File: config.mk
export PLATFORM = sky130hd
export DESIGN_NAME = gpio_irq_unit
export DESIGN_NICKNAME = d
export VERILOG_FILES = /design/src/rtl/gpio_irq_pkg.sv /design/src/rtl/gpio_irq_sync.sv /design/src/rtl/gpio_irq_chan.sv /design/src/rtl/gpio_irq_route.sv /design/src/rtl/gpio_irq_unit.sv
export SDC_FILE = /design/constraint.sdc
export NUM_CORES = 1
export LEC_CHECK = 0
export BUFFER_PORTS_ARGS = -buffer_cell sky130_fd_sc_hd__buf_2
export CORE_ASPECT_RATIO = 0.7
export CORE_UTILIZATION = 50
export CTS_CLUSTER_DIAMETER = 50
export DETAILED_ROUTE_END_ITERATION = 8
export GPL_TIMING_DRIVEN = 0
export HOLD_SLACK_MARGIN = 0.12
export PLACE_DENSITY = 0.76
export SYNTH_ARGS = -nofsm -noshare
export SYNTH_HDL_FRONTEND = slang
export SYNTH_SLANG_ARGS = --single-unit
File: constraint.sdc
create_clock -name clk -period 4.5 [get_ports clk]
set_clock_uncertainty 0.1 [all_clocks]
set_input_delay 0.675 -clock clk [delete_from_list [all_inputs] [get_ports clk]]
set_output_delay 0.675 -clock clk [all_outputs]
set_load 0.03 [all_outputs]
File: src/rtl/gpio_irq_pkg.sv
package gpio_irq_pkg;

    localparam int CFG_W = 5;
    localparam int TGT_W = 3;

    typedef enum logic [1:0] {
        KIND_CFG  = 2'd0,
        KIND_STAT = 2'd1,
        KIND_TGT  = 2'd2
    } reg_kind_e;

    // packed MSB first: detect[4:3], polarity[2], latch enable[1], irq enable[0]
    typedef struct packed {
        logic [1:0] detect;
        logic       pol;
        logic       latch_en;
        logic       irq_en;
    } pin_cfg_t;

    typedef struct packed {
        pin_cfg_t         cfg;
        logic             stat;
        logic [TGT_W-1:0] tgt;
        logic             prev;
    } chan_state_t;

endpackage

File: src/rtl/gpio_irq_sync.sv
module gpio_irq_sync #(
    parameter int N = 8
) (
    input  logic         clk,
    input  logic         rst_n,
    input  logic [N-1:0] pin_i,
    output logic [N-1:0] smp_o
);

    typedef struct packed {
        logic [N-1:0] stage2;
        logic [N-1:0] stage1;
    } sync_t;

    sync_t sync_d, sync_q;

    always_comb begin
        sync_d        = sync_q;
        sync_d.stage1 = pin_i;
        sync_d.stage2 = sync_q.stage1;
    end

    always_ff @(posedge clk or negedge rst_n) begin
        if (!rst_n) sync_q <= '0;
        else        sync_q <= sync_d;
    end

    assign smp_o = sync_q.stage2;

endmodule

File: src/rtl/gpio_irq_chan.sv
module gpio_irq_chan
    import gpio_irq_pkg::*;
#(
    parameter int DET_WIDTH = 2,
    parameter bit ACK_HIGH  = 1'b1
) (
    input  logic             clk,
    input  logic             rst_n,
    input  logic             smp,
    input  logic             cfg_we,
    input  logic             stat_we,
    input  logic             tgt_we,
    input  logic [CFG_W-1:0] wdata,
    output pin_cfg_t         cfg_o,
    output logic             stat_o,
    output logic [TGT_W-1:0] tgt_o
);

    chan_state_t state_d, state_q;
    logic rise, fall, lvl, hit, ack;

    assign rise = smp & ~state_q.prev;
    assign fall = ~smp & state_q.prev;
    assign lvl  = (smp == state_q.cfg.pol);
    assign ack  = stat_we && (wdata[0] == ACK_HIGH);

    generate
        if (DET_WIDTH == 2) begin : g_wide
            always_comb begin
                case (state_q.cfg.detect)
                    2'd0:    hit = lvl;
                    2'd1:    hit = rise;
                    2'd2:    hit = fall;
                    default: hit = rise | fall;
                endcase
            end
        end else begin : g_narrow
            always_comb begin
                if (state_q.cfg.detect[0]) hit = state_q.cfg.pol ? rise : fall;
                else                       hit = lvl;
            end
        end
    endgenerate

    always_comb begin
        state_d      = state_q;
        state_d.prev = smp;
        if (cfg_we) state_d.cfg = pin_cfg_t'(wdata);
        if (tgt_we) state_d.tgt = wdata[TGT_W-1:0];
        if (hit && state_q.cfg.latch_en) state_d.stat = 1'b1;
        else if (ack)                    state_d.stat = 1'b0;
    end

    always_ff @(posedge clk or negedge rst_n) begin
        if (!rst_n) state_q <= '0;
        else        state_q <= state_d;
    end

    assign cfg_o  = state_q.cfg;
    assign stat_o = state_q.stat;
    assign tgt_o  = state_q.tgt;

    p_latch_off_quiet_r5: assert property (@(posedge clk) disable iff (!rst_n)
        (!state_q.cfg.latch_en && !state_q.stat) |=> !state_q.stat);

    p_event_beats_ack_r8: assert property (@(posedge clk) disable iff (!rst_n)
        (hit && state_q.cfg.latch_en) |=> state_q.stat);

    p_ack_clears_r7: assert property (@(posedge clk) disable iff (!rst_n)
        (ack && !(hit && state_q.cfg.latch_en)) |=> !state_q.stat);

    p_set_needs_event_r2: assert property (@(posedge clk) disable iff (!rst_n)
        !state_q.stat |=> (!state_q.stat || $past(hit && state_q.cfg.latch_en)));

endmodule

File: src/rtl/gpio_irq_route.sv
module gpio_irq_route
    import gpio_irq_pkg::*;
#(
    parameter int NUM_PINS    = 8,
    parameter int NUM_TARGETS = 4
) (
    input  logic                      clk,
    input  logic                      rst_n,
    input  logic [NUM_PINS-1:0]       stat_i,
    input  logic [NUM_PINS-1:0]       en_i,
    input  logic [NUM_PINS*TGT_W-1:0] tgt_i,
    output logic [NUM_TARGETS-1:0]    irq_o
);

    logic [NUM_PINS-1:0] live;
    assign live = stat_i & en_i;

    generate
        for (genvar t = 0; t < NUM_TARGETS; t++) begin : g_tgt
            always_comb begin
                irq_o[t] = 1'b0;
                for (int p = 0; p < NUM_PINS; p++) begin
                    if (live[p] && (tgt_i[p*TGT_W +: TGT_W] == TGT_W'(t)))
                        irq_o[t] = 1'b1;
                end
            end
        end
    endgenerate

    p_summary_quiet_r6: assert property (@(posedge clk) disable iff (!rst_n)
        (en_i == '0) |-> (irq_o == '0));

endmodule

File: src/rtl/gpio_irq_unit.sv
module gpio_irq_unit
    import gpio_irq_pkg::*;
#(
    parameter int NUM_PINS    = 8,
    parameter int NUM_TARGETS = 4,
    parameter int DET_WIDTH   = 2,
    parameter bit ACK_HIGH    = 1'b1,
    localparam int PIN_W      = $clog2(NUM_PINS),
    localparam int ADDR_W     = PIN_W + 2
) (
    input  logic                   clk,
    input  logic                   rst_n,
    input  logic [NUM_PINS-1:0]    gpio_i,
    input  logic                   wr_en,
    input  logic [ADDR_W-1:0]      wr_addr,
    input  logic [CFG_W-1:0]       wr_data,
    input  logic [ADDR_W-1:0]      rd_addr,
    output logic [CFG_W-1:0]       rd_data,
    output logic [NUM_TARGETS-1:0] irq_o
);

    logic [NUM_PINS-1:0]       smp;
    logic [NUM_PINS-1:0]       stat_v;
    logic [NUM_PINS-1:0]       en_v;
    logic [NUM_PINS*TGT_W-1:0] tgt_flat;
    pin_cfg_t                  cfg_arr [NUM_PINS];
    reg_kind_e                 wr_kind;

    assign wr_kind = reg_kind_e'(wr_addr[1:0]);

    gpio_irq_sync #(.N(NUM_PINS)) u_sync (
        .clk   (clk),
        .rst_n (rst_n),
        .pin_i (gpio_i),
        .smp_o (smp)
    );

    generate
        for (genvar i = 0; i < NUM_PINS; i++) begin : g_pin
            logic sel;
            assign sel = wr_en && (wr_addr[ADDR_W-1:2] == PIN_W'(i));

            gpio_irq_chan #(.DET_WIDTH(DET_WIDTH), .ACK_HIGH(ACK_HIGH)) u_chan (
                .clk     (clk),
                .rst_n   (rst_n),
                .smp     (smp[i]),
                .cfg_we  (sel && (wr_kind == KIND_CFG)),
                .stat_we (sel && (wr_kind == KIND_STAT)),
                .tgt_we  (sel && (wr_kind == KIND_TGT)),
                .wdata   (wr_data),
                .cfg_o   (cfg_arr[i]),
                .stat_o  (stat_v[i]),
                .tgt_o   (tgt_flat[i*TGT_W +: TGT_W])
            );

            assign en_v[i] = cfg_arr[i].irq_en;
        end
    endgenerate

    gpio_irq_route #(.NUM_PINS(NUM_PINS), .NUM_TARGETS(NUM_TARGETS)) u_route (
        .clk    (clk),
        .rst_n  (rst_n),
        .stat_i (stat_v),
        .en_i   (en_v),
        .tgt_i  (tgt_flat),
        .irq_o  (irq_o)
    );

    always_comb begin
        rd_data = '0;
        for (int i = 0; i < NUM_PINS; i++) begin
            if (rd_addr[ADDR_W-1:2] == PIN_W'(i)) begin
                case (reg_kind_e'(rd_addr[1:0]))
                    KIND_CFG:  rd_data = cfg_arr[i];
                    KIND_STAT: rd_data = CFG_W'(stat_v[i]);
                    KIND_TGT:  rd_data = CFG_W'(tgt_flat[i*TGT_W +: TGT_W]);
                    default:   rd_data = '0;
                endcase
            end
        end
    end

endmodule

# Word level (Yosys, flattened, before mapping)
# Index checks and enable logic that the tools add are counted.
# W data, S select, Z words.
[word_totals]
input_bits = 26
word_cells = 345
register_bits = 96
output_inout_bits = 9
[op_classes]
reduce_logical = 108
bitwise = 41
mux = 72
n_eq_ne = 66
[ops]
columns = ["op", "n"]
rows = [
  ["$pmux W5 S3", 8],
  ["$logic_and A1 B1 Y1", 80],
  ["$eq A3 B2 Y1 const B", 20],
  ["$mux W1", 48],
  ["$mux W5", 8],
  ["$eq A3 B1 Y1 const B", 10],
  ["$logic_not A3 Y1", 10],
  ["$eq A3 B3 Y1 const B", 8],
  ["$pmux W1 S3", 8],
  ["$eq A2 B1 Y1 const B", 10],
  ["$eq A2 B2 Y1 const B", 10],
  ["$logic_not A2 Y1", 10],
  ["$and A1 B1 Y1", 16],
  ["$not A1 Y1", 16],
  ["$reduce_bool A2 Y1", 8],
  ["$and A8 B8 Y8", 1],
  ["$eq A1 B1 Y1", 8],
  ["$or A1 B1 Y1", 8],
]

# Depth between registers and ports, before layout
# Gate-level depths: netlist of run 1.
[logic_depth]
depth_word = 10
mapped_depth = 8
mapped_depth_nobuf = 7

# Cells and area by module
# Synthesis of run 1 repeated with hierarchy kept, for this count alone.
[hier_totals]
hier_cells = 495
area_unflattened_um2 = 5580.4
[modules_own_cells]
columns = ["mod", "n_inst", "seq_area_each_um2", "area_per_inst_um2", "cells_per_inst"]
rows = [
  ["gpio_irq_chan", 8, 250.2, 480.5, 38],
  ["gpio_irq_unit", 1, 0.0, 979.7, 131],
  ["gpio_irq_sync", 1, 400.4, 400.4, 16],
  ["gpio_irq_route", 1, 0.0, 356.6, 44],
]

# Worst setup path before layout of run 1
# Ideal clock, no wire load.
[synth_timing]
path_type = "input to output"
from = "input port rd_addr[2]"
to = "output port rd_data[3]"
slack_ns = 1.501
t_arrival_ns = 2.224
stages = 7
cell_sequence = "buf_4 -> buf_2 -> buf_2 -> nor2_1 -> a311oi_1 -> o221ai_1 -> nor3b_1"
[synth_via]
elab_chain_len = 9
elab_cells_between_ends = 16
[synth_rtl]
columns = ["element", "line_no", "text"]
rows = [
  ["from (decl)", "gpio_irq_unit.sv:17", "input logic [ADDR_W-1:0] rd_addr,"],
  ["$logic_not A3 Y1", "gpio_irq_unit.sv:72", "if (rd_addr[ADDR_W-1:2] == PIN_W'(i)) begin"],
  ["$mux W5 (7 in a row)", "gpio_irq_unit.sv:72", ""],
  ["$mux W5 (*)", "gpio_irq_unit.sv:72", ""],
  ["to (decl)", "gpio_irq_unit.sv:18", "output logic [CFG_W-1:0] rd_data,"],
]
# Every way passes the cells marked *; elsewhere a longest branch is shown, timed or not.

# Worst setup path after layout of run 1
[layout_timing]
from = "input port rd_addr[3]"
to = "output port rd_data[3]"
# The elaborated chain is that of the path after synthesis.

==> key figures, run 1 <==
Floorplanning
  – I/O pin total: 35
  – Initial core utilization: 0.515
  – Chip width: around 120 um
  – Row count: 30
  – Die area: 0.0104 mm^2
  – Die H: 85.6 um
  – Core area: around 0.0097 mm^2

Global routing
  – Number of global-route vias before repair: around 3500
  – Largest net degree at the start of global routing: between 50 and 60
  – GRT Util Overall: 0.263
  – Initial antenna violation count: 0
  – First-pass GRT wire length: just under 20000 um
  – Remaining Overflow, GRT: 0

Clock tree
  – H-Tree Level Count: 3
  – Clock slew at reported path FFs: 0.06 ns
  – Max Root-Sink Buffers: 2
  – Post-CTS Resized: 0
  – CTS tree: built
  – Clock Latency Late Sink: roughly 0.35 ns
  – CTS buffer count: 9
  – Clk sink count: 96
  – CTS root buf: clkbuf_16
  – Postcts setup bufs: 0
  – Hold buffer count at CTS: 0

Routing
  – TritonRoute pass-1 iters: 5
  – 1st-iter DRT viols: ~380
  – Routed met2 length: about 5600 um
  – WL met1: 5910 um
  – Top Layer Used: met4
  – WL met3: 994 um
  – Mean routed wirelength per cell: between 20 and 25 um
  – Vias: around 3700
  – Final wirelength: 12600 um
  – DRC: 0
  – Detail Route Antenna Nets: 0
  – Vias per cell: 6.01

Critical path
  – Critical Path Sink Type: output port
  – Crit start category: input pin
  – Crit path required time: 3.72 ns
  – Setup CP Type: in -> out
  – Crit-path max cell delay: between 0.4 and 0.5 ns
  – Crit path arrival time: 2.50 ns
  – CP Cell Sequence: buf_2, buf_1, mux2i_1, nor2_1, a311oi_1, o221ai_1, nor3b_1, buf_2
  – Crit. path cell count: 8
  – Critical path peak fanout: 10
  – Crit path buffers/inverters: 3
  – CP most frequent cell: buf_2
  – Worst reg-to-reg path cell count: 5
  – Crit path max-delay cell type: buf_1
  – CP delay by family, top: buffers and inverters

Timing
  – Slew margin rel.: 0.403
  – Setup Viol. Count Final: 0
  – RSZ-0062 raised after global routing: no
  – Hold_ws: 0.204 ns
  – Fin crit share: 0.727
  – Setup TNS: 0 ns
  – Worst-Margin Slew: about 0.89 ns
  – Fmax: 306 MHz
  – Max-slew violations: 0
  – Final hold viol count: 0
  – Fin crit period: between 3 and 4 ns

Placement
  – Placed insts: between 600 and 700
  – DP Area: between 0.005 and 0.006 mm^2
  – Port Buffers: 30
  – Hpwl dp: 9540 um
  – Placer congestion estimate: 0.910

Pwr
  – Total power draw: 2.48 mW
  – Peak supply drop: between 200 and 300 uV
  – Cell Pwr Density: ~440 mW/mm^2
  – Leak: ~2.6 nW

Logic synthesis
  – Ys async rst share: 1.00
  – Ys Warns: 0
  – Seq/Total Area, Yosys: 0.482
  – Leading register cell type out of synthesis: dfrtp_1
  – Synth Area per Inst: roughly 11 um^2
  – Yosys top cell area share: 0.482
  – Synthesized instance count: between 400 and 500
  – Post-synth EDFFs: 0
  – Post-Syn Area: approximately 0.005 mm^2
  – Distinct cells, synth: 46
  – Seq cells post-synth: between 90 and 100
  – Most instantiated cells after synthesis: dfrtp_1 (96), mux2_2 (62), nand2_1 (50), nor2_1 (29)
  – Synth area leader: dfrtp_1
  – Synth area leaders: dfrtp_1 (48%), mux2_2 (14%), mux4_2 (4.5%)
  – Synth Net Count: approximately 490
  – Top-count cell post-synth: dfrtp_1

Layout
  – Area Overhead vs Synth: 13.0%
  – Antenna diodes: 0
  – Fin nets: between 500 and 600
  – Filler cells: 840
  – Final Instance Area: around 0.0056 mm^2
  – Layout cell share with drive strength beyond 1: 0.257
  – Final cell count without fillers: between 600 and 700

Min path
  – HP Class: in -> async

Run
  – Max-cap violation count: 0

Status
  – Status: finished, final reports clean
## routing by layer
| metal | global-route usage | up-vias |
|---|---|---|
| met3 | 0.0638 | 14 |
| met1 | 0.390 | 1863 |
| met2 | 0.386 | 147 |
| met4 | 0.0741 | 0 |
| met5 | 0 | - |
| li1 | - | 1712 |
## cells by family (layout without fill, tap and decap cells)
family / count (synthesis) / in the layout / synth area share
AND/OR/NAND/NOR: 129 / 129 / 0.122
flip-flops: 96 / 96 / 0.482
multiplexers: 82 / 82 / 0.205
AO/OA/AOI/OAI: 76 / 76 / 0.102
buffers and inverters: 39 / 86 / 0.0339
adder cells (fa/ha/maj): 16 / 16 / 0.0401
XOR/XNOR: 9 / 9 / 0.0158
## cell type report
class	count	area (um^2)	area share
Tap cell	128	160	0.0284
Clock inverter	5	65.1	0.0115
Multi-Input combinational cell	312	2420	0.429
Sequential cell	96	2400	0.426
Clock buffer	11	243	0.0431
Buffer	14	75.1	0.0133
Inverter	25	93.8	0.0167
Timing Repair Buffer	31	180	0.0320
## state kept, by name, summed over array words and instances (netlist names)
signal and count:
g_pin.u_chan.cfg_o 40, g_pin.u_chan.tgt_o 24, g_pin.u_chan.stat_o 8, g_pin.u_chan.state_q 8
u_sync.smp_o 8, u_sync.sync_d 8
## through the flow
step,setup WS [ns],utilization
after floorplan,1.50,-
after global placement,1.37,0.547
after detailed placement,1.29,0.550
after CTS,1.22,0.582
after global routing,1.10,0.582
final,1.23,0.582
## report_power, final
part / leakage (nW) / total [mW] / internal [mW] / switching, mW
Sequential: 1.17 / 1.18 / 1.00 / 0.181
Clock: 0.150 / 0.782 / 0.451 / 0.332
Combinational: 1.25 / 0.515 / 0.248 / 0.267
Total: 2.57 / 2.48 / 1.70 / 0.780
## cells in the final DEF (no fill, tap or decap), drive strengths merged, types with 15 or more instances in the layout
cell and instances:
nor2 29, o21ai 25, nor3 15, clkbuf 17
nand2 50, inv 26, dfrtp 96, mux2 62
buf 39, ha 16
## path summary, 6_finish.rpt
check / start / endpoint / slack, ns
min reg2reg: u_sync.sync_d[13] / u_sync.smp_o[5] / 0.25
min: rst_n / g_pin[1].u_chan.tgt_o[1] / 0.20
min in group clk: u_sync.sync_d[13] / u_sync.smp_o[5] / 0.25
max in group asynchronous: rst_n / g_pin[3].u_chan.cfg_o[0] / 3.42
max reg2reg: u_sync.smp_o[1] / g_pin[1].u_chan.stat_o / 3.04
max: rd_addr[3] / rd_data[3] / 1.23
No activity file was read; power rests on OpenSTA's default activity.
==> run 2, diff against run 1 <==
--- a/config.mk
+++ b/config.mk
@@ -5,6 +5,7 @@
 export SDC_FILE = /design/constraint.sdc
 export NUM_CORES = 1
 export LEC_CHECK = 0
+export ABC_AREA = 1
 export BUFFER_PORTS_ARGS = -buffer_cell sky130_fd_sc_hd__buf_2
 export CORE_ASPECT_RATIO = 0.7
 export CORE_UTILIZATION = 50
@@ -12,7 +13,7 @@
 export DETAILED_ROUTE_END_ITERATION = 8
 export GPL_TIMING_DRIVEN = 0
 export HOLD_SLACK_MARGIN = 0.12
-export PLACE_DENSITY = 0.76
+export PLACE_DENSITY = 0.79
 export SYNTH_ARGS = -nofsm -noshare
 export SYNTH_HDL_FRONTEND = slang
 export SYNTH_SLANG_ARGS = --single-unit
==> constraint.sdc (replaced) <==
create_clock -name clk -period 3 [get_ports clk]
set_clock_uncertainty 0.1 [all_clocks]
set_input_delay 0.45 -clock clk [delete_from_list [all_inputs] [get_ports clk]]
set_output_delay 0.45 -clock clk [all_outputs]
set_load 0.03 [all_outputs]
==> key figures, run 2 <==
Status
  – Status: finished, final reports clean

Logic synthesis
  – Post-Syn Area: 0.00498 mm^2 (-0.15%)
  – Largest family of logic cells by synthesized area: simple AND/OR/NAND/NOR gates
  – Synth Area per Inst: 8.12 um^2 (-27%)
  – Seq/Total Area, Yosys: 0.482 (+0.000726)
  – Area fraction in compound gates after synthesis: 0.151 (+0.0497)
  – Ys Warns: 0 (unchanged)
  – Synth area leader: dfrtp_1
  – Post-Synth Simple-Gate Area: 0.239 (+0.118)
  – Top-count cell post-synth: nand2_1
  – Distinct cells, synth: 29 (-37%)
  – Proportion of synthesized area in mux cells: 0 (-0.205)
  – Synthesized instance count: 613 (+37%)
  – Adder-cell share of the synthesized area: 0.0402 (+0.0000605)
  – Ys async rst share: 1.00 (unchanged)
  – Seq cells post-synth: 96 (unchanged)
  – Most instantiated cells after synthesis: nand2_1 (146), dfrtp_1 (96), o21ai_0 (95), inv_1 (84), nor2_1 (33)
  – Synth area leaders: dfrtp_1 (48%), nand2_1 (11%), o21ai_0 (9.5%)
  – Post-synth EDFFs: 0 (unchanged)
  – Leading register cell type out of synthesis: dfrtp_1
  – Xor/xnor share of the synthesized area: 0.0106 (-0.00525)
  – Synth Net Count: 655 (+34%)
  – Yosys top cell area share: 0.482 (+0.000726)

Critical path
  – Crit path launch: rd_addr[4]
  – Critical Path Sink Type: output port
  – Crit path required time: 2.45 ns (-1.27 ns)
  – Crit start category: input pin
  – Crit path buffers/inverters: 4 (+1)
  – Critical Path Sink: rd_data[2]
  – Crit-path max cell delay: 0.46 ns (-0.03 ns)
  – Crit path arrival time: 1.78 ns (-0.72 ns)
  – Worst flop-to-flop path endpoint: g_pin[0].u_chan.stat_o
  – Worst reg-to-reg path cell count: 6 (+1)
  – Crit path max-delay cell type: nor3_1
  – Worst reg2reg startpoint: u_sync.smp_o[0]
  – CP most frequent cell: buf_2
  – Reg2Reg Setup Slack: 1.43 ns (-1.61 ns)
  – CP delay by family, top: simple AND/OR/NAND/NOR gates
  – Setup CP Type: in -> out
  – Critical path peak fanout: 5 (-5)
  – CP Cell Sequence: buf_2, inv_2, nor3_1, inv_1, a21oi_1, nor2_1, nand4_1, buf_2
  – Crit. path cell count: 8 (unchanged)

Layout
  – Layout cell share with drive strength beyond 1: 0.103 (-0.154)
  – Fin nets: 708 (+33%)
  – Area Overhead vs Synth: 14.6%
  – Antenna diodes: 0 (unchanged)
  – Most frequent cells in the layout: nand2_1 (146), dfrtp_1 (96), o21ai_0 (95)
  – Largest register FFs: 40 (unchanged)
  – Commonest non-fill, non-tap cell in the layout: nand2_1

Pwr
  – Peak supply drop: 329 uV (+29%)
  – NetSw: 1.21 mW (+55%)
  – Logic pwr share: 0.208 (about the same)
  – Total power draw: 3.56 mW (+43%)
  – Sw frac: 0.340 (+0.0253)
  – Clock Power Share: 0.313 (-0.003)
  – Reg power frac: 0.479 (+0.002)
  – Leak: 2.72 nW (+6.1%)
  – Cell Pwr Density: 623 mW/mm^2 (+42%)
  – Pint: 2.35 mW (+38%)

Timing
  – Setup Viol. Count Final: 0 (unchanged)
  – Max-slew violations: 0 (unchanged)
  – Fin crit period: 2.33 ns
  – Final hold viol count: 0 (unchanged)
  – RSZ-0062 raised after global routing: no
  – Worst-Margin Slew: 0.581 ns (-0.308 ns)
  – Setup TNS: 0 ns (unchanged)
  – Slew margin rel.: 0.609 (+0.207)
  – Fin crit share: 0.777
  – Fmax: approximately 430 MHz

Clock tree
  – Postcts setup bufs: 0 (unchanged)
  – Post-CTS Resized: 0 (unchanged)
  – Clock Latency Late Sink: 0.35 ns (about the same)
  – CTS tree: built
  – Clk sink count: 96 (unchanged)
  – Clock slew at reported path FFs: 0.07 ns (about the same)
  – CTS buffer count: 9 (unchanged)
  – Hold buffer count at CTS: 9 (+9)
  – CTS root buf: clkbuf_16
  – H-Tree Level Count: 3 (unchanged)
  – Max Root-Sink Buffers: 2 (unchanged)

Routing
  – Detail Route Antenna Nets: 0 (unchanged)
  – Final wirelength: 13300 um (+5.0%)
  – Mean routed wirelength per cell: 16.6 um (-18%)
  – TritonRoute pass-1 iters: 5 (unchanged)
  – 1st-iter DRT viols: 609 (+62%)
  – Vias per cell: 5.72 (-4.8%)
  – Vias: 4571 (+22%)
  – DRC: 0 (unchanged)

Floorplanning
  – Chip width: 121 um (about the same)
  – Core area: 0.00968 mm^2 (unchanged)
  – Row count: 30 (unchanged)
  – Die H: 85.5 um (about the same)
  – I/O pin total: 35 (unchanged)
  – Initial core utilization: 0.514 (-0.000775)
  – Die area: 0.0104 mm^2 (-0.15%)

Global routing
  – Number of global-route vias before repair: 4186 (+18%)
  – First-pass GRT wire length: 21400 um (+8.1%)
  – GRT Util Overall: 0.275 (+0.0120)
  – Initial antenna violation count: 0 (unchanged)
  – Largest net degree at the start of global routing: 75 (+29%)
  – Remaining Overflow, GRT: 0 (unchanged)

Min path
  – HP Class: reg -> reg

Placement
  – Port Buffers: 32 (+6.7%)
  – Hpwl dp: 9830 um (+3.0%)
  – Placer congestion estimate: 0.931 (+2.4%)

Run
  – Max-cap violation count: 0 (unchanged)
[run 2: changes by cell type after synthesis, sizes merged, moves of 10 or more]
cell	delta
inv	+61
mux2	-62
mux2i	-10
mux4	-10
nand2	+105
nand3	+25
nand4	+20
o21ai	+71
[run 2: kinds of logic (layout without fill, tap and decap cells)]
kind of cell,after synthesis,after routing
adder cells (fa/ha/maj),16,16
flip-flops,96,96
buffers and inverters,93,151
AND/OR/NAND/NOR,265,265
XOR/XNOR,6,6
AO/OA/AOI/OAI,137,137
[run 2: metrics by stage]
stage / hold WS (ns) / utilization / setup WS (ns) / area [um^2] / instances
2_1_floorplan: 0.0544 / - / 0.995 / 4980 / 613
3_3_place_gp: 0.231 / 0.547 / 0.490 / 5300 / 773
3_5_place_dp: 0.235 / 0.550 / 0.698 / 5330 / 774
4_1_cts: 0.251 / 0.589 / 0.696 / 5710 / 799
5_1_grt: 0.256 / 0.589 / 0.549 / 5710 / 799
6_report: 0.249 / 0.589 / 0.668 / 5710 / 799
[run 2: final cells by class]
cell class                 instances  area, um^2
sequential                        96        2400
inverter                          86         323
timing repair buffer              42         280
tap                              128         160
buffer                             7        56.3
clock buffer                      11         243
clock inverter                     5        43.8
multi-input combinational        424        2200
fill                             872        3980
[run 2: worst min-delay path by stage]
stage	from	slack, ns	end	cells past startpoint
6_report	u_sync.sync_d[9]	0.25	u_sync.smp_o[1]	0
5_1_grt	u_sync.sync_d[11]	0.26	u_sync.smp_o[3]	0
4_1_cts	u_sync.sync_d[9]	0.25	u_sync.smp_o[1]	0
3_5_place_dp	u_sync.sync_d[9]	0.23	u_sync.smp_o[1]	0
3_3_place_gp	u_sync.sync_d[11]	0.23	u_sync.smp_o[3]	0
2_1_floorplan	rst_n	0.05	g_pin[0].u_chan.cfg_o[0]	0
[run 2: power by group through the flow]
stage	combinational, mW	sequential, mW	clock [mW]
after global routing	0.833	1.73	1.18
after global placement	0.676	1.70	0
after CTS	0.731	1.69	1.12
after detailed placement	0.714	1.71	0
final	0.739	1.70	1.11
after floorplan	0.501	1.65	0
[run 2: worst register-to-register path: stages, from the launching register on]
cell	delay, ns
dfrtp_1	0.42
inv_1	0.06
ha_1	0.17
o21ai_0	0.15
a21oi_1	0.05
o21ai_0	0.32
o21ai_0	0.15
[run 2: per-layer routing]
metal,global-route usage,share of wire,up-vias
met5,0,0,-
met4,0.0774,0.016,0
met3,0.0572,0.097,22
met2,0.411,0.44,230
met1,0.406,0.45,2162
li1,-,-,2157
==> run 3, diff against run 2 <==
==> constraint.sdc (replaced) <==
create_clock -name clk -period 2 [get_ports clk]
set_clock_uncertainty 0.1 [all_clocks]
set_input_delay 0.3 -clock clk [delete_from_list [all_inputs] [get_ports clk]]
set_output_delay 0.3 -clock clk [all_outputs]
set_load 0.03 [all_outputs]
==> key figures, run 3 (synthesis results as in run 2) <==
Status
  – Status: finished with violations
  – Failing checks: setup timing

Routing
  – 1st-iter DRT viols: 640 (+5.1%)
  – Mean routed wirelength per cell: 17.0 um (+2.6%)
  – Detail Route Antenna Nets: 0 (unchanged)
  – Vias: 4679 (+2.4%)
  – Vias per cell: 5.75 (+0.48%)
  – TritonRoute pass-1 iters: 8 (+3)
  – Final wirelength: 13900 um (+4.5%)
  – DRC: 0 (unchanged)

Timing
  – Setup Viol. Count Final: 1 (+1)
  – Final hold viol count: 0 (unchanged)
  – Setup WS post-layout: -0.0122 ns (-0.680 ns)
  – Fin crit share: 1.01
  – Fmax: just under 500 MHz
  – Worst-Margin Slew: 0.599 ns (+0.0172 ns)
  – Setup TNS: -0.0122 ns (-0.0122 ns)
  – Slew margin rel.: 0.601 (-0.00846)
  – RSZ-0062 raised after global routing: yes
  – Max-slew violations: 0 (unchanged)
  – Fin crit period: a little over 2 ns

Global routing
  – Number of global-route vias before repair: 4220 (+0.81%)
  – Initial antenna violation count: 0 (unchanged)
  – Remaining Overflow, GRT: 0 (unchanged)
  – GRT Util Overall: 0.278 (+0.00234)
  – First-pass GRT wire length: 21600 um (+1.0%)
  – Largest net degree at the start of global routing: 75 (unchanged)

Pwr
  – Total power draw: 5.57 mW (+57%)
  – Leak: 2.82 nW (+3.7%)
  – Cell Pwr Density: 931 mW/mm^2 (+49%)
  – Peak supply drop: 488 uV (+49%)

Clock tree
  – CTS buffer count: 9 (unchanged)
  – Clock slew at reported path FFs: 0.07 ns (about the same)
  – Clk sink count: 96 (unchanged)
  – Max Root-Sink Buffers: 2 (unchanged)
  – CTS root buf: clkbuf_16
  – Clock Latency Late Sink: 0.35 ns (about the same)
  – H-Tree Level Count: 3 (unchanged)
  – CTS tree: built

Layout
  – Area Overhead vs Synth: 20.3%
  – Final Instance Area: 0.00599 mm^2 (+4.9%)
  – Most frequent cells in the layout: nand2_1 (141), dfrtp_1 (93), o21ai_0 (85)
  – Final core utilization: 0.618 (+0.0291)
  – Filler cells: 851 (-2.4%)
  – Antenna diodes: 0 (unchanged)
  – Layout cell share with drive strength beyond 1: 0.176 (+0.0736)
  – Multi-input gate area: 0.00232 mm^2 (+5.5%)
  – FF+latch area: 0.00241 mm^2 (+0.16%)
  – Commonest non-fill, non-tap cell in the layout: nand2_1
  – Fin nets: 723 (+2.1%)
  – Largest register FFs: 40 (unchanged)

Critical path
  – Worst flop-to-flop path endpoint: g_pin[0].u_chan.stat_o
  – Worst reg-to-reg path cell count: 6 (unchanged)
  – Reg2Reg Setup Slack: 0.43 ns (-1.00 ns)
  – Crit path required time: 1.60 ns (-0.85 ns)
  – Worst reg2reg startpoint: u_sync.smp_o[0]
  – Critical path peak fanout: 2 (-3)
  – Setup CP Type: reg -> out
  – Crit start category: flop
  – Critical Path Sink Type: output port
  – Crit path arrival time: 1.61 ns (-0.17 ns)

Floorplanning
  – Die H: 85.5 um (unchanged)
  – Row count: 30 (unchanged)
  – Chip width: 121 um (unchanged)
  – Core area: 0.00968 mm^2 (unchanged)
  – I/O pin total: 35 (unchanged)
  – Die area: 0.0104 mm^2 (unchanged)
  – Initial core utilization: 0.514 (unchanged)

Min path
  – HP Class: reg -> reg
  – Hold Path Cell Cnt: 0 (unchanged)
  – HP Start: u_sync.sync_d[9]
  – Hold EP: u_sync.smp_o[1]

Placement
  – Hpwl dp: 9830 um (unchanged)
  – DP Area: 0.00533 mm^2 (unchanged)
  – Port Buffers: 32 (unchanged)
  – Placer congestion estimate: 0.931 (unchanged)
  – Place WS: -0.00188 ns (-0.700 ns)

Run
  – Max-cap violation count: 0 (unchanged)
## run 3: routing by layer
metal / GRT usage / routed length (um) / vias up
met4: 0.0730 / 208 / 0
met2: 0.417 / 6310 / 209
met1: 0.407 / 6120 / 2262
met5: 0 / 0 / -
met3: 0.0605 / 1240 / 26
li1: - / - / 2182
## run 3: timing repair
item	4_1_cts	5_1_grt
endpoints found under the hold margin	30	0
resized for setup	16	50
cloned	0	0
endpoints found under the setup margin	6	9
pin swaps	5	30
hold buffers	9	0
setup buffers	6	9
## run 3: worst max path at each step
stage	from	slack (ns)	to	cells past startpoint
6_report	g_pin[0].u_chan.cfg_o[0]	-0.01	rd_data[0]	10
4_1_cts	g_pin[1].u_chan.stat_o	-0.03	irq_o[1]	7
2_1_floorplan	rd_addr[0]	0.29	rd_data[2]	9
3_3_place_gp	rst_n	-0.36	u_sync.sync_d[15]	1
3_5_place_dp	rd_addr[4]	-0.002	rd_data[2]	8
5_1_grt	g_pin[0].u_chan.cfg_o[0]	-0.09	rd_data[0]	10
## run 3: area by class of cell
| cell class | count | area share |
|---|---|---|
| Inverter | 86 | 0.0539 |
| Buffer | 7 | 0.00940 |
| Clock inverter | 5 | 0.00731 |
| Multi-Input combinational cell | 424 | 0.387 |
| Clock buffer | 11 | 0.0405 |
| Tap cell | 128 | 0.0267 |
| Timing Repair Buffer | 57 | 0.0729 |
| Sequential cell | 96 | 0.402 |
## run 3: power by group
group	switching (mW)	internal (mW)	total (mW)
logic	0.814	0.516	1.33
registers	0.323	2.24	2.56
clock network	0.783	0.899	1.68
## run 3: worst max-delay path, cell delays in order (launching register included)
cell and delay (ns):
dfrtp_1 0.41, buf_6 0.13, nand2_2 0.06, nand3_2 0.06
nand2_1 0.07, nand2_1 0.04, nor2_1 0.11, nand3_1 0.09
nand2_2 0.09, nand3_2 0.07, buf_6 0.14
## run 3: metrics by stage
| stage | std cells | hold slack, ns |
|---|---|---|
| floorplan | 613 | -0.0956 |
| global placement | 773 | 0.231 |
| detailed placement | 774 | 0.118 |
| CTS | 805 | 0.251 |
| global route | 814 | 0.256 |
| finish | 814 | 0.249 |
